===== src/rtl/uptimer_pkg.sv =====
package uptimer_pkg;
   localparam logic [1:0] ADDR_CTRL   = 2'd0;
   localparam logic [1:0] ADDR_EXP    = 2'd1;
   localparam logic [1:0] ADDR_RELOAD = 2'd2;

   localparam int BIT_RUN   = 0;
   localparam int BIT_HOLD  = 1;
   localparam int BIT_QUIET = 2;
   localparam int BIT_FORCE = 3;
   localparam int BIT_CLR   = 4;
   localparam int CTRL_BITS = 5;

   typedef struct packed {
      logic run;
      logic hold;
   } ctrl_t;
endpackage


===== src/rtl/uptimer_regs.sv =====
module uptimer_regs
   import uptimer_pkg::*;
#(
   parameter int CNT_W = 16,
   parameter int EXP_W = 4
)(
   input  logic             clk,
   input  logic             rst_n,
   input  logic             wr_en,
   input  logic [1:0]       wr_addr,
   input  logic [CNT_W-1:0] wr_data,
   output ctrl_t            ctrl_q,
   output logic [EXP_W-1:0] exp_buf_q,
   output logic [CNT_W-1:0] reload_q,
   output logic             sw_upd,
   output logic             sw_quiet,
   output logic             flag_clr
);
   logic ctrl_wr;

   assign ctrl_wr  = wr_en && (wr_addr == ADDR_CTRL);
   // force acts on the hold bit carried by the same write
   assign sw_upd   = ctrl_wr && wr_data[BIT_FORCE] && !wr_data[BIT_HOLD];
   assign sw_quiet = wr_data[BIT_QUIET];
   assign flag_clr = ctrl_wr && wr_data[BIT_CLR];

   always_ff @(posedge clk or negedge rst_n) begin
      if (!rst_n) begin
         ctrl_q    <= '0;
         exp_buf_q <= '0;
         reload_q  <= '0;
      end else if (wr_en) begin
         case (wr_addr)
            ADDR_CTRL: begin
               ctrl_q.run  <= wr_data[BIT_RUN];
               ctrl_q.hold <= wr_data[BIT_HOLD];
            end
            ADDR_EXP:    exp_buf_q <= wr_data[EXP_W-1:0];
            ADDR_RELOAD: reload_q  <= wr_data;
            default: ;
         endcase
      end
   end
endmodule


===== src/rtl/uptimer_prescaler.sv =====
module uptimer_prescaler #(
   parameter int EXP_W = 4,
   parameter int PSC_W = 16
)(
   input  logic             clk,
   input  logic             rst_n,
   input  logic             run,
   input  logic             restart,
   input  logic             load_exp,
   input  logic [EXP_W-1:0] exp_buf,
   output logic             tick
);
   logic [EXP_W-1:0] act_exp_q;
   logic [PSC_W-1:0] psc_q;
   logic [PSC_W-1:0] mask;

   // terminal count 2^E-1 as a thermometer mask, one bit per stage
   for (genvar gi = 0; gi < PSC_W; gi++) begin : g_mask
      assign mask[gi] = (int'(act_exp_q) > gi);
   end

   assign tick = run && (psc_q == mask);

   always_ff @(posedge clk or negedge rst_n) begin
      if (!rst_n) begin
         psc_q <= '0;
      end else if (restart || tick) begin
         psc_q <= '0;
      end else if (run) begin
         psc_q <= psc_q + PSC_W'(1);
      end
   end

   always_ff @(posedge clk or negedge rst_n) begin
      if (!rst_n) begin
         act_exp_q <= '0;
      end else if (load_exp) begin
         act_exp_q <= exp_buf;
      end
   end
endmodule


===== src/rtl/uptimer_counter.sv =====
module uptimer_counter #(
   parameter int CNT_W = 16
)(
   input  logic             clk,
   input  logic             rst_n,
   input  logic             tick,
   input  logic             restart,
   input  logic [CNT_W-1:0] reload,
   output logic [CNT_W-1:0] cnt_q,
   output logic             wrap
);
   assign wrap = tick && (cnt_q == reload);

   always_ff @(posedge clk or negedge rst_n) begin
      if (!rst_n) begin
         cnt_q <= '0;
      end else if (restart) begin
         cnt_q <= '0;
      end else if (tick) begin
         cnt_q <= wrap ? '0 : cnt_q + CNT_W'(1);
      end
   end
endmodule


===== src/rtl/pow2_uptimer.sv =====
module pow2_uptimer
   import uptimer_pkg::*;
#(
   parameter int CNT_W = 16,
   parameter int EXP_W = 4,
   parameter int PSC_W = 16
)(
   input  logic             clk,
   input  logic             rst_n,
   input  logic             wr_en,
   input  logic [1:0]       wr_addr,
   input  logic [CNT_W-1:0] wr_data,
   output logic [CNT_W-1:0] cnt_value,
   output logic             upd_pulse,
   output logic             irq_flag
);
   localparam int MAX_SHIFT = (1 << EXP_W) - 1;

   if (EXP_W < 1 || EXP_W > 5) begin : g_bad_exp
      $error("EXP_W must lie in 1..5");
   end
   if (PSC_W < MAX_SHIFT) begin : g_bad_psc
      $error("PSC_W too narrow for the largest exponent");
   end
   if (CNT_W < CTRL_BITS) begin : g_bad_cnt
      $error("CNT_W must hold every control bit");
   end

   ctrl_t            ctrl_q;
   logic [EXP_W-1:0] exp_buf_q;
   logic [CNT_W-1:0] reload_q;
   logic             sw_upd, sw_quiet, flag_clr;
   logic             tick, cnt_wrap;
   logic             ovf_upd, upd_evt, flag_set;
   logic             pulse_q, flag_q;

   uptimer_regs #(.CNT_W(CNT_W), .EXP_W(EXP_W)) u_regs (
      .clk(clk), .rst_n(rst_n), .wr_en(wr_en), .wr_addr(wr_addr),
      .wr_data(wr_data), .ctrl_q(ctrl_q), .exp_buf_q(exp_buf_q),
      .reload_q(reload_q), .sw_upd(sw_upd), .sw_quiet(sw_quiet),
      .flag_clr(flag_clr)
   );

   uptimer_prescaler #(.EXP_W(EXP_W), .PSC_W(PSC_W)) u_psc (
      .clk(clk), .rst_n(rst_n), .run(ctrl_q.run), .restart(sw_upd),
      .load_exp(upd_evt), .exp_buf(exp_buf_q), .tick(tick)
   );

   uptimer_counter #(.CNT_W(CNT_W)) u_cnt (
      .clk(clk), .rst_n(rst_n), .tick(tick), .restart(sw_upd),
      .reload(reload_q), .cnt_q(cnt_value), .wrap(cnt_wrap)
   );

   assign ovf_upd  = cnt_wrap && !ctrl_q.hold;
   assign upd_evt  = ovf_upd || sw_upd;
   assign flag_set = ovf_upd || (sw_upd && !sw_quiet);

   always_ff @(posedge clk or negedge rst_n) begin
      if (!rst_n) begin
         pulse_q <= 1'b0;
         flag_q  <= 1'b0;
      end else begin
         pulse_q <= upd_evt;
         if (flag_set)      flag_q <= 1'b1;
         else if (flag_clr) flag_q <= 1'b0;
      end
   end

   assign upd_pulse = pulse_q;
   assign irq_flag  = flag_q;
endmodule


===== config.mk =====
export PLATFORM = sky130hd
export DESIGN_NAME = pow2_uptimer
export DESIGN_NICKNAME = d
export VERILOG_FILES = /design/src/rtl/uptimer_pkg.sv /design/src/rtl/uptimer_regs.sv /design/src/rtl/uptimer_prescaler.sv /design/src/rtl/uptimer_counter.sv /design/src/rtl/pow2_uptimer.sv
export SDC_FILE = /design/constraint.sdc
export NUM_CORES = 1
export LEC_CHECK = 0
export CAP_MARGIN = 30
export CELL_PAD_IN_SITES_DETAIL_PLACEMENT = 1
export CELL_PAD_IN_SITES_GLOBAL_PLACEMENT = 2
export CORE_ASPECT_RATIO = 1.4
export CORE_MARGIN = 2
export CORE_UTILIZATION = 30
export DETAILED_ROUTE_END_ITERATION = 6
export DONT_BUFFER_PORTS = 1
export GPL_TIMING_DRIVEN = 1
export PLACE_DENSITY = 0.69
export REMOVE_ABC_BUFFERS = 1
export SETUP_SLACK_MARGIN = 0.5
export SLEW_MARGIN = 30
export SYNTH_ARGS = -nofsm -noshare
export SYNTH_HDL_FRONTEND = slang
export SYNTH_HIERARCHICAL = 1
export SYNTH_SLANG_ARGS = --single-unit

===== constraint.sdc =====
create_clock -name clk -period 9.1 [get_ports clk]
set_input_delay 0.455 -clock clk [delete_from_list [all_inputs] [get_ports clk]]
set_output_delay 0.455 -clock clk [all_outputs]
set_load 0.005 [all_outputs]

**Yosys cells after proc, flatten, opt, wreduce, memory -nomap -nowiden**

Cells that the tools add are included.

- ROM bits: 0
- Memory bits (writable): 0
- Memories: 0
- Output and inout bits: 18
- Bits of input ports: 21
- Flip-flop bits (word level): 60
- Bits in latches: 0

- Shifts and indexed selects: 0
- Bitwise logic cells: 0
- Magnitude comparators: 15
- Divide/modulo/power cells: 0
- $mul: 0
- Add/subtract/negate cells: 2
- Mux-type cells: 7
- Equal/unequal tests: 4
- Reduce and logical (&&, ||, !) cells: 21

Operators by type and width:

| kind | number |
|---|---|
| $mux 16 | 5 |
| $add 16x1->16 const B | 2 |
| $gt 4x4->1 const B | 7 |
| $eq 16x15->1 | 1 |
| $eq 16x16->1 | 1 |
| $gt 4x3->1 const B | 4 |
| $gt 4x1->1 const B | 2 |
| $gt 4x2->1 const B | 2 |
| $logic_and 1x1->1 | 8 |
| $reduce_and 2->1 | 3 |
| $reduce_bool 2->1 | 3 |
| $logic_not 1->1 | 3 |
| $logic_or 1x1->1 | 3 |
| $eq 2x1->1 const B | 1 |
| $eq 2x2->1 const B | 1 |
| $logic_not 2->1 | 1 |
| $mux 1 | 2 |

**Longest topological paths before layout**

Gate-level depths: netlist of run 1.

- Word-level depth: 7
- Gate-level depth with buffers: 13
- Mapped depth without buffers: 10

**Hierarchy**

The synthesis of run 1 kept the hierarchy.

By module, submodules not included:

| module | area an instance (um^2) | cells an instance | instances |
|---|---|---|---|
| uptimer_prescaler | 1,371.3 | 147 | 1 |
| uptimer_counter | 1,099.8 | 123 | 1 |
| uptimer_regs | 909.6 | 51 | 1 |
| pow2_uptimer | 82.6 | 7 | 1 |

**Worst setup path after synthesis of run 1**

Ideal clock, no wire load.

- Path kind: flip-flop to flip-flop
- From: reg u_psc.act_exp_q[3]
- To: reg u_psc.act_exp_q[0]
- Required time: 8.972 ns
- Arrival: 2.812 ns
- Path slack: 6.160 ns
- Library setup time: 0.128 ns
- Cell stages (with the launch flop): 13
- Cell sequence: dfrtp_1 > buf_6 > or2_1 > a21oi_2 > o2111ai_2 > nor4_4 > buf_6 > and2_1 > clkbuf_1 > nor4b_4 > nand2b_1 > nand2_1 > o21ai_0

- Word-level cells in the longest chain between the ends: 6
- Elaborated cells between the ends (all ways): 20
- Those cells by class: 15 x order compare; 1 x eq/ne; 4 x reduce/logical

Ends and longest elaborated chain:

| item | line | text |
|---|---|---|
| from (decl) | uptimer_prescaler.sv:13 | `logic [EXP_W-1:0] act_exp_q;` |
| from (signal assigned) | uptimer_prescaler.sv:38 | `act_exp_q <= exp_buf;` |
| $gt 4x1->1 (tied with other cells) | uptimer_prescaler.sv:19 | `assign mask[gi] = (int'(act_exp_q) > gi);` |
| $eq 16x15->1 (*) | uptimer_prescaler.sv:22 | `assign tick = run && (psc_q == mask);` |
| $logic_and 1x1->1 (*) | uptimer_prescaler.sv:22 |  |
| net tick | pow2_uptimer.sv:33 | `logic tick, cnt_wrap;` |
| $logic_and 1x1->1 (*) | uptimer_counter.sv:12 | `assign wrap = tick && (cnt_q == reload);` |
| net cnt_wrap | pow2_uptimer.sv:33 |  |
| $logic_and 1x1->1 (*) | pow2_uptimer.sv:54 | `assign ovf_upd = cnt_wrap && !ctrl_q.hold;` |
| $logic_or 1x1->1 (*) | pow2_uptimer.sv:55 | `assign upd_evt = ovf_upd \|\| sw_upd;` |
| net upd_evt | pow2_uptimer.sv:34 | `logic ovf_upd, upd_evt, flag_set;` |

Mark *: on every way through the listed nets, which the timed path passes. The rest lies on a longest branch.
A chain may end at the register's enable or synchronous reset.

**Final worst setup path of run 1**

- From: reg u_psc.act_exp_q[2]
- To: reg u_psc.act_exp_q[2]

The elaborated chain is that of the path after synthesis.

==> results of run 1 <==
timing repair:
action,4_1_cts,5_1_grt
hold endpoints to repair,60,0
hold buffers,1,0
resized for setup,0,0
flip-flops by register name (all words and copies together) (netlist names):
name / count
u_regs/reload_q: 16
u_regs/ctrl_q: 2
u_psc/act_exp_q: 4
upd_pulse: 1
irq_flag: 1
u_regs/exp_buf_q: 4
u_psc/psc_q: 16
u_cnt/cnt_q: 16
cells in the mapped netlist (3+ instances only):
library cell and count:
o22ai_1 4, nor3_1 13, nand2b_1 5, a21oi_1 5, nor2b_1 4, nor4_1 10, inv_1 8, and3_1 3
mux2_2 13, xnor2_1 15, nor2_1 18, a211oi_1 16, nand3b_1 3, xor2_1 24, mux2_4 10, nand4_1 10
mux2i_1 5, clkbuf_1 5, o21ai_0 12, nand2_1 23, dfrtp_1 60, nand3_1 13, buf_6 6
worst max-delay path, stage by stage, from the launching register on:
cell       delay, ps
dfrtp_1          530
or2_1            330
a21oi_2          150
o2111ai_2        190
nor4_4           800
and2_1           720
nor4b_4          620
nand2b_1         170
nand2_1          250
o21ai_0          120
cell type report:
cell class / instances / area, um2
Multi-Input combinational cell: 242 / 1810
Clock inverter: 4 / 47.5
Timing Repair Buffer: 3 / 46.3
Fill cell: 1292 / 7400
Sequential cell: 60 / 1500
Tap cell: 144 / 180
Clock buffer: 12 / 256
Inverter: 11 / 43.8
cells by family (layout without fill, tap and decap cells):
logic type | Yosys count | count (layout) | share of synthesized area
compound gates | 55 | 55 | 0.120
xor+xnor | 39 | 39 | 0.0986
fa+ha+maj | 2 | 2 | 0.00722
buf+inv | 26 | 30 | 0.0444
flops | 60 | 60 | 0.434
mux | 28 | 28 | 0.100
simple gates | 118 | 118 | 0.196
power breakdown:
group	internal (mW)	switching, mW
clock network	0.226	0.121
logic	0.110	0.116
registers	0.319	0.0892
metal layers:
metal  GRT usage  up-vias
li1            -     1187
met4      0.0765        0
met3      0.0384       21
met5           0        -
met2       0.279       45
met1       0.164     1257
worst max-delay path by stage:
stage,endpoint,slack [ps],cells past startpoint
floorplan,u_psc/act_exp_q[0],6010,9
global placement,u_psc/act_exp_q[2],5170,10
detailed placement,u_psc/act_exp_q[2],5070,9
CTS,u_psc/act_exp_q[2],5040,9
global route,u_psc/act_exp_q[1],4730,10
finish,u_psc/act_exp_q[2],5090,9
through the flow:
step	setup slack, ps	utilization	cell area, um2	power [mW]	instances
6_report	5090	0.344	3880	0.981	476
2_1_floorplan	6010	-	3350	0.557	313
3_3_place_gp	5170	0.314	3540	0.626	458
5_1_grt	4730	0.344	3880	1.04	476
4_1_cts	5040	0.343	3870	0.989	475
3_5_place_dp	5070	0.314	3540	0.628	458
==> flow_summary.ini, run 1 <==
[synth]
synth_area_mm2 = 0.00346
synth_cell_type_count = 60
synth_largest_area_cell = dfrtp_1
avgSynthCellArea_um2 = 10.6
synth-async-reset-ratio = 1.00
syn_inst = 328
synth_edf_count = 0
ys_seq_area_frac = 0.434
synth.top_cell.area_share = 0.434
ys_ff_latch = 60
ys.flop_type = dfrtp_1
synth_area_leaders = dfrtp_1 43%, xor2_1 6.1%, mux2_4 4.3%, mux2_2 4.2%, xnor2_1 3.8%
yosysWarnings = 6

[cts]
cts_setup_buffers = 0
numCtsBuffers = 9
htreeDepth = 3
cts_tree = done
clock_sinks = 60
clk_pin_slew_worst_paths_ps = 50
clk_latency_ps = 330
clock_path_buffers = 2
cts-root-buf = clkbuf_16

[setup_path]
r2r_end = u_psc/act_exp_q[2]
cp-startpoint = u_psc/act_exp_q[2]
cp_max_fo = 20
cp.required_ps = 9300
crit_arrival_ps = 4210
critPathKind = reg2reg
critPathCaptureType = flop
r2r_start = u_psc/act_exp_q[2]
regToRegSetupSlack_ps = 5090
worst-r2r-cell-count = 9
startpoint_type = flop

[timing]
fin_worst_skew_ps = 6.35
period_share = 0.441
fin_hold_ws_ps = -11.6
relSlewSlack = 0.382
slew_viol_final = 0
clock.fmax_mhz = 249
setup_viol_count_final = 0
setup_tns_ps = 0
final-hold-violation-count = 11
rsz0062_at_grt = false
worst_pin_slew_ps = 920
min_period_ps = 4010

[detailed_routing]
dr.pass1.iters = 4
wl_per_cell_um = 19.2
drt_iter0_markers = 95
top_layer = met4
wl_met2_um = 4960
avgViaCountPerCell = 5.27
vias = 2510
route.met3.wl_um = 360
met1_length_um = 3500
ant_nets = 0
drt-total-wl_um = 9120
route.detailed.drc = 0

[layout]
layout_commonest_cell = dfrtp_1
antenna_cells = 0
nets = 350
syn2layout_area_growth_pct = 12.1
drive_above_1_share = 0.169
final_cell_mix = 60 x dfrtp_1, 24 x xor2_1, 23 x nand2_1, 18 x nor2_1, 16 x a211oi_1

[floorplanning]
std_cell_rows = 46
die_x_um = 94.8
coreArea_mm2 = 0.0113
die-area_mm2 = 0.0124
start_util = 0.307
die_y_um = 131
ios = 39

[placement]
place_hpwl_um = 6470
gp_congestion = 0.789
numPortBuffers = 0

[outcome]
failed_checks = negative hold slack
status = finished, violations left

[global_routing]
grt_pass1_wl_um = 14600
antenna_found_initial = 0
grt_max_degree = 61
grt_remaining_overflow = 0
grt_pass1_vias = 2725
grt_usage = 0.155

[power_and_ir_drop]
max-vdd-ir-drop_v = 0.000113
p_per_area_mw_per_mm2 = 253
p_leak_nw = 1.54

[flow_run]
drv_cap = 0

[worst_hold_path]
min_path_type = in2async
Power figures use the tool's default switching activity.
==> run 2: changes to the inputs <==
--- a/config.mk
+++ b/config.mk
@@ -14,7 +14,7 @@
 export DETAILED_ROUTE_END_ITERATION = 6
 export DONT_BUFFER_PORTS = 1
 export GPL_TIMING_DRIVEN = 1
-export PLACE_DENSITY = 0.69
+export PLACE_DENSITY = 0.71
 export REMOVE_ABC_BUFFERS = 1
 export SETUP_SLACK_MARGIN = 0.5
 export SLEW_MARGIN = 30
==> constraint.sdc (replaced) <==
create_clock -name clk -period 3.3 [get_ports clk]
set_input_delay 0.165 -clock clk [delete_from_list [all_inputs] [get_ports clk]]
set_output_delay 0.165 -clock clk [all_outputs]
set_load 0.005 [all_outputs]
==> run 2 against run 1 <==
  * The run now ends clean
  * Sequential share of layout area down 2.0 points
  * Clock skew increased by 1.4 ps
  * Cell area is 5.8% higher
  * Die area stayed put
  * Routed wire length rose by 1.8%
  * Sequential power grew to 2.8 times the previous value
  * Register-to-register slack got worse by 4300 ps
  * First-iteration DRC count is 16% lower
  * Critical endpoint is now u_cnt/cnt_q[6]
==> flow_summary.ini, run 2 (synthesized netlist as in run 1, its figures left out) <==
[power_and_ir_drop]
p_seq_frac = 0.401
pwr-share-comb = 0.225
internal_power_mw = 1.92
max-vdd-ir-drop_v = 0.000297
p_switching_mw = 0.899
p_per_area_mw_per_mm2 = 686
p_sw_frac = 0.319
p_leak_nw = 1.64
power_frac_clock = 0.374

[timing]
clock.fmax_mhz = 398
setup_tns_ps = 0
fin_worst_skew_ps = 7.74
rsz0062_at_grt = false
setup_viol_count_final = 0
worst_pin_slew_ps = 575
period_share = 0.761
min_period_ps = 2510
relSlewSlack = 0.613
fin_ws_ps = 790
slew_viol_final = 0
final-hold-violation-count = 0

[global_routing]
grt_usage = 0.164
grt_pass1_vias = 2923
grt_pass1_wl_um = 15700
grt_max_degree = 61
antenna_found_initial = 0
grt_remaining_overflow = 0

[floorplanning]
start_util = 0.307
ios = 39
die_x_um = 94.8
coreArea_mm2 = 0.0113
std_cell_rows = 46
die_y_um = 131
die-area_mm2 = 0.0124

[layout]
final_cell_mix = 57 x dfrtp_1, 24 x xor2_1, 23 x nand2_1, 18 x nor2_1, 17 x dlygate4sd3_1
syn2layout_area_growth_pct = 18.6
finalNonFillerCells = 496
largestRegisters = u_cnt/cnt_q: 16 flops, u_psc/psc_q: 16 flops, u_regs/reload_q: 16 flops
drive_above_1_share = 0.179
final_cell_area_mm2 = 0.00411
nets = 370
antenna_cells = 0
layout_commonest_cell = dfrtp_1

[worst_hold_path]
min_path_type = in2reg

[setup_path]
startpoint_type = flop
critPathKind = reg2reg
crit_arrival_ps = 2750
crit_family = simple AND/OR/NAND/NOR gates
critPathCaptureType = flop
cp_max_fo = 11
crit_top_cell = nor2_1
critical_path.slowest_cell = dfrtp_2
cpPeakStageDelay_ps = 490
cp_num_buf_inv = 1
cp_cell_sequence = inv_4 -> a311oi_2 -> o2111ai_1 -> nor4_4 -> and2_1 -> nor2_1 -> nor2_1 -> nand4_1 -> xor2_1 -> nor3_1
cp.required_ps = 3540

[cts]
clock_sinks = 60
numCtsBuffers = 9
cts_tree = done
clk_latency_ps = 330
htreeDepth = 3
clock_path_buffers = 2
clk_pin_slew_worst_paths_ps = 60
cts-root-buf = clkbuf_16

[detailed_routing]
route.detailed.drc = 0
drt-total-wl_um = 9280
drt_iter0_markers = 80
ant_nets = 0
dr.pass1.iters = 4
avgViaCountPerCell = 5.23
vias = 2595
wl_per_cell_um = 18.7

[placement]
pre_cts_slack_ps = 604
gp_congestion = 0.900
place_hpwl_um = 6610
place_area_mm2 = 0.00357
numPortBuffers = 0
dp_cells = 462

[outcome]
status = finished, final reports clean

[flow_run]
drv_cap = 0
## run 2: cell types whose count changed in the layout (fill, tap and decap cells not counted), sizes merged
cell         previous run  this run
dlygate4sd3             0        17
buf                     3         6
bufinv                  1         2
clkinvlp                1         0
## run 2: worst paths after layout
path,to,slack [ps],start,cells after the start
max,u_cnt/cnt_q[6],790,u_psc/act_exp_q[2],10
min,irq_flag,80,wr_data[4],2
max reg2reg,u_cnt/cnt_q[6],790,u_psc/act_exp_q[2],10
min reg2reg,u_psc/act_exp_q[0],490,u_regs/exp_buf_q[0],2
max in group asynchronous,u_psc/act_exp_q[1],2660,rst_n,2
min in group asynchronous,u_psc/psc_q[13],360,rst_n,2
## run 2: layer usage
metal / track usage / wire length [um]
met1: 0.176 / 3540
met5: 0 / 0
met2: 0.296 / 5080
met3: 0.0384 / 398
met4: 0.0749 / 265
## run 2: per-stage QoR
stage          power [mW]   util  hold WS (ps)
3_5_place_dp         1.74  0.317          -128
3_3_place_gp         1.73  0.317          -128
2_1_floorplan        1.53      -          -131
4_1_cts              2.86  0.364          71.6
6_report             2.82  0.364          82.8
5_1_grt              2.98  0.364           105
## run 2: power by group through the flow
stage | Clock [mW] | Sequential, mW | Combinational (mW)
final | 1.06 | 1.13 | 0.634
after global routing | 1.11 | 1.16 | 0.708
after CTS | 1.09 | 1.13 | 0.640
after detailed placement | 0 | 1.14 | 0.597
after global placement | 0 | 1.14 | 0.588
after floorplan | 0 | 1.05 | 0.489
## run 2: worst register-to-register path, stage by stage (launching register included)
cell       delay, ps
dfrtp_2          490
inv_4             70
a311oi_2         250
o2111ai_1        200
nor4_4           320
and2_1           250
nor2_1           110
nor2_1           260
nand4_1          150
xor2_1           160
nor3_1           150
## run 2: area by class of cell
type                       count  area (um2)
fill                        1298        7170
clock inverter                 4        70.1
multi-input combinational    242        1810
inverter                      11        43.8
timing repair buffer          23         235
tap                          144         180
sequential                    60        1510
clock buffer                  12         267
## run 2: timing repair
item	4_1_cts	5_1_grt
endpoints found under the hold margin	83	0
gates resized for setup	0	3
setup buffers	0	0
hold buffers	18	0
setup endpoints to repair	0	14
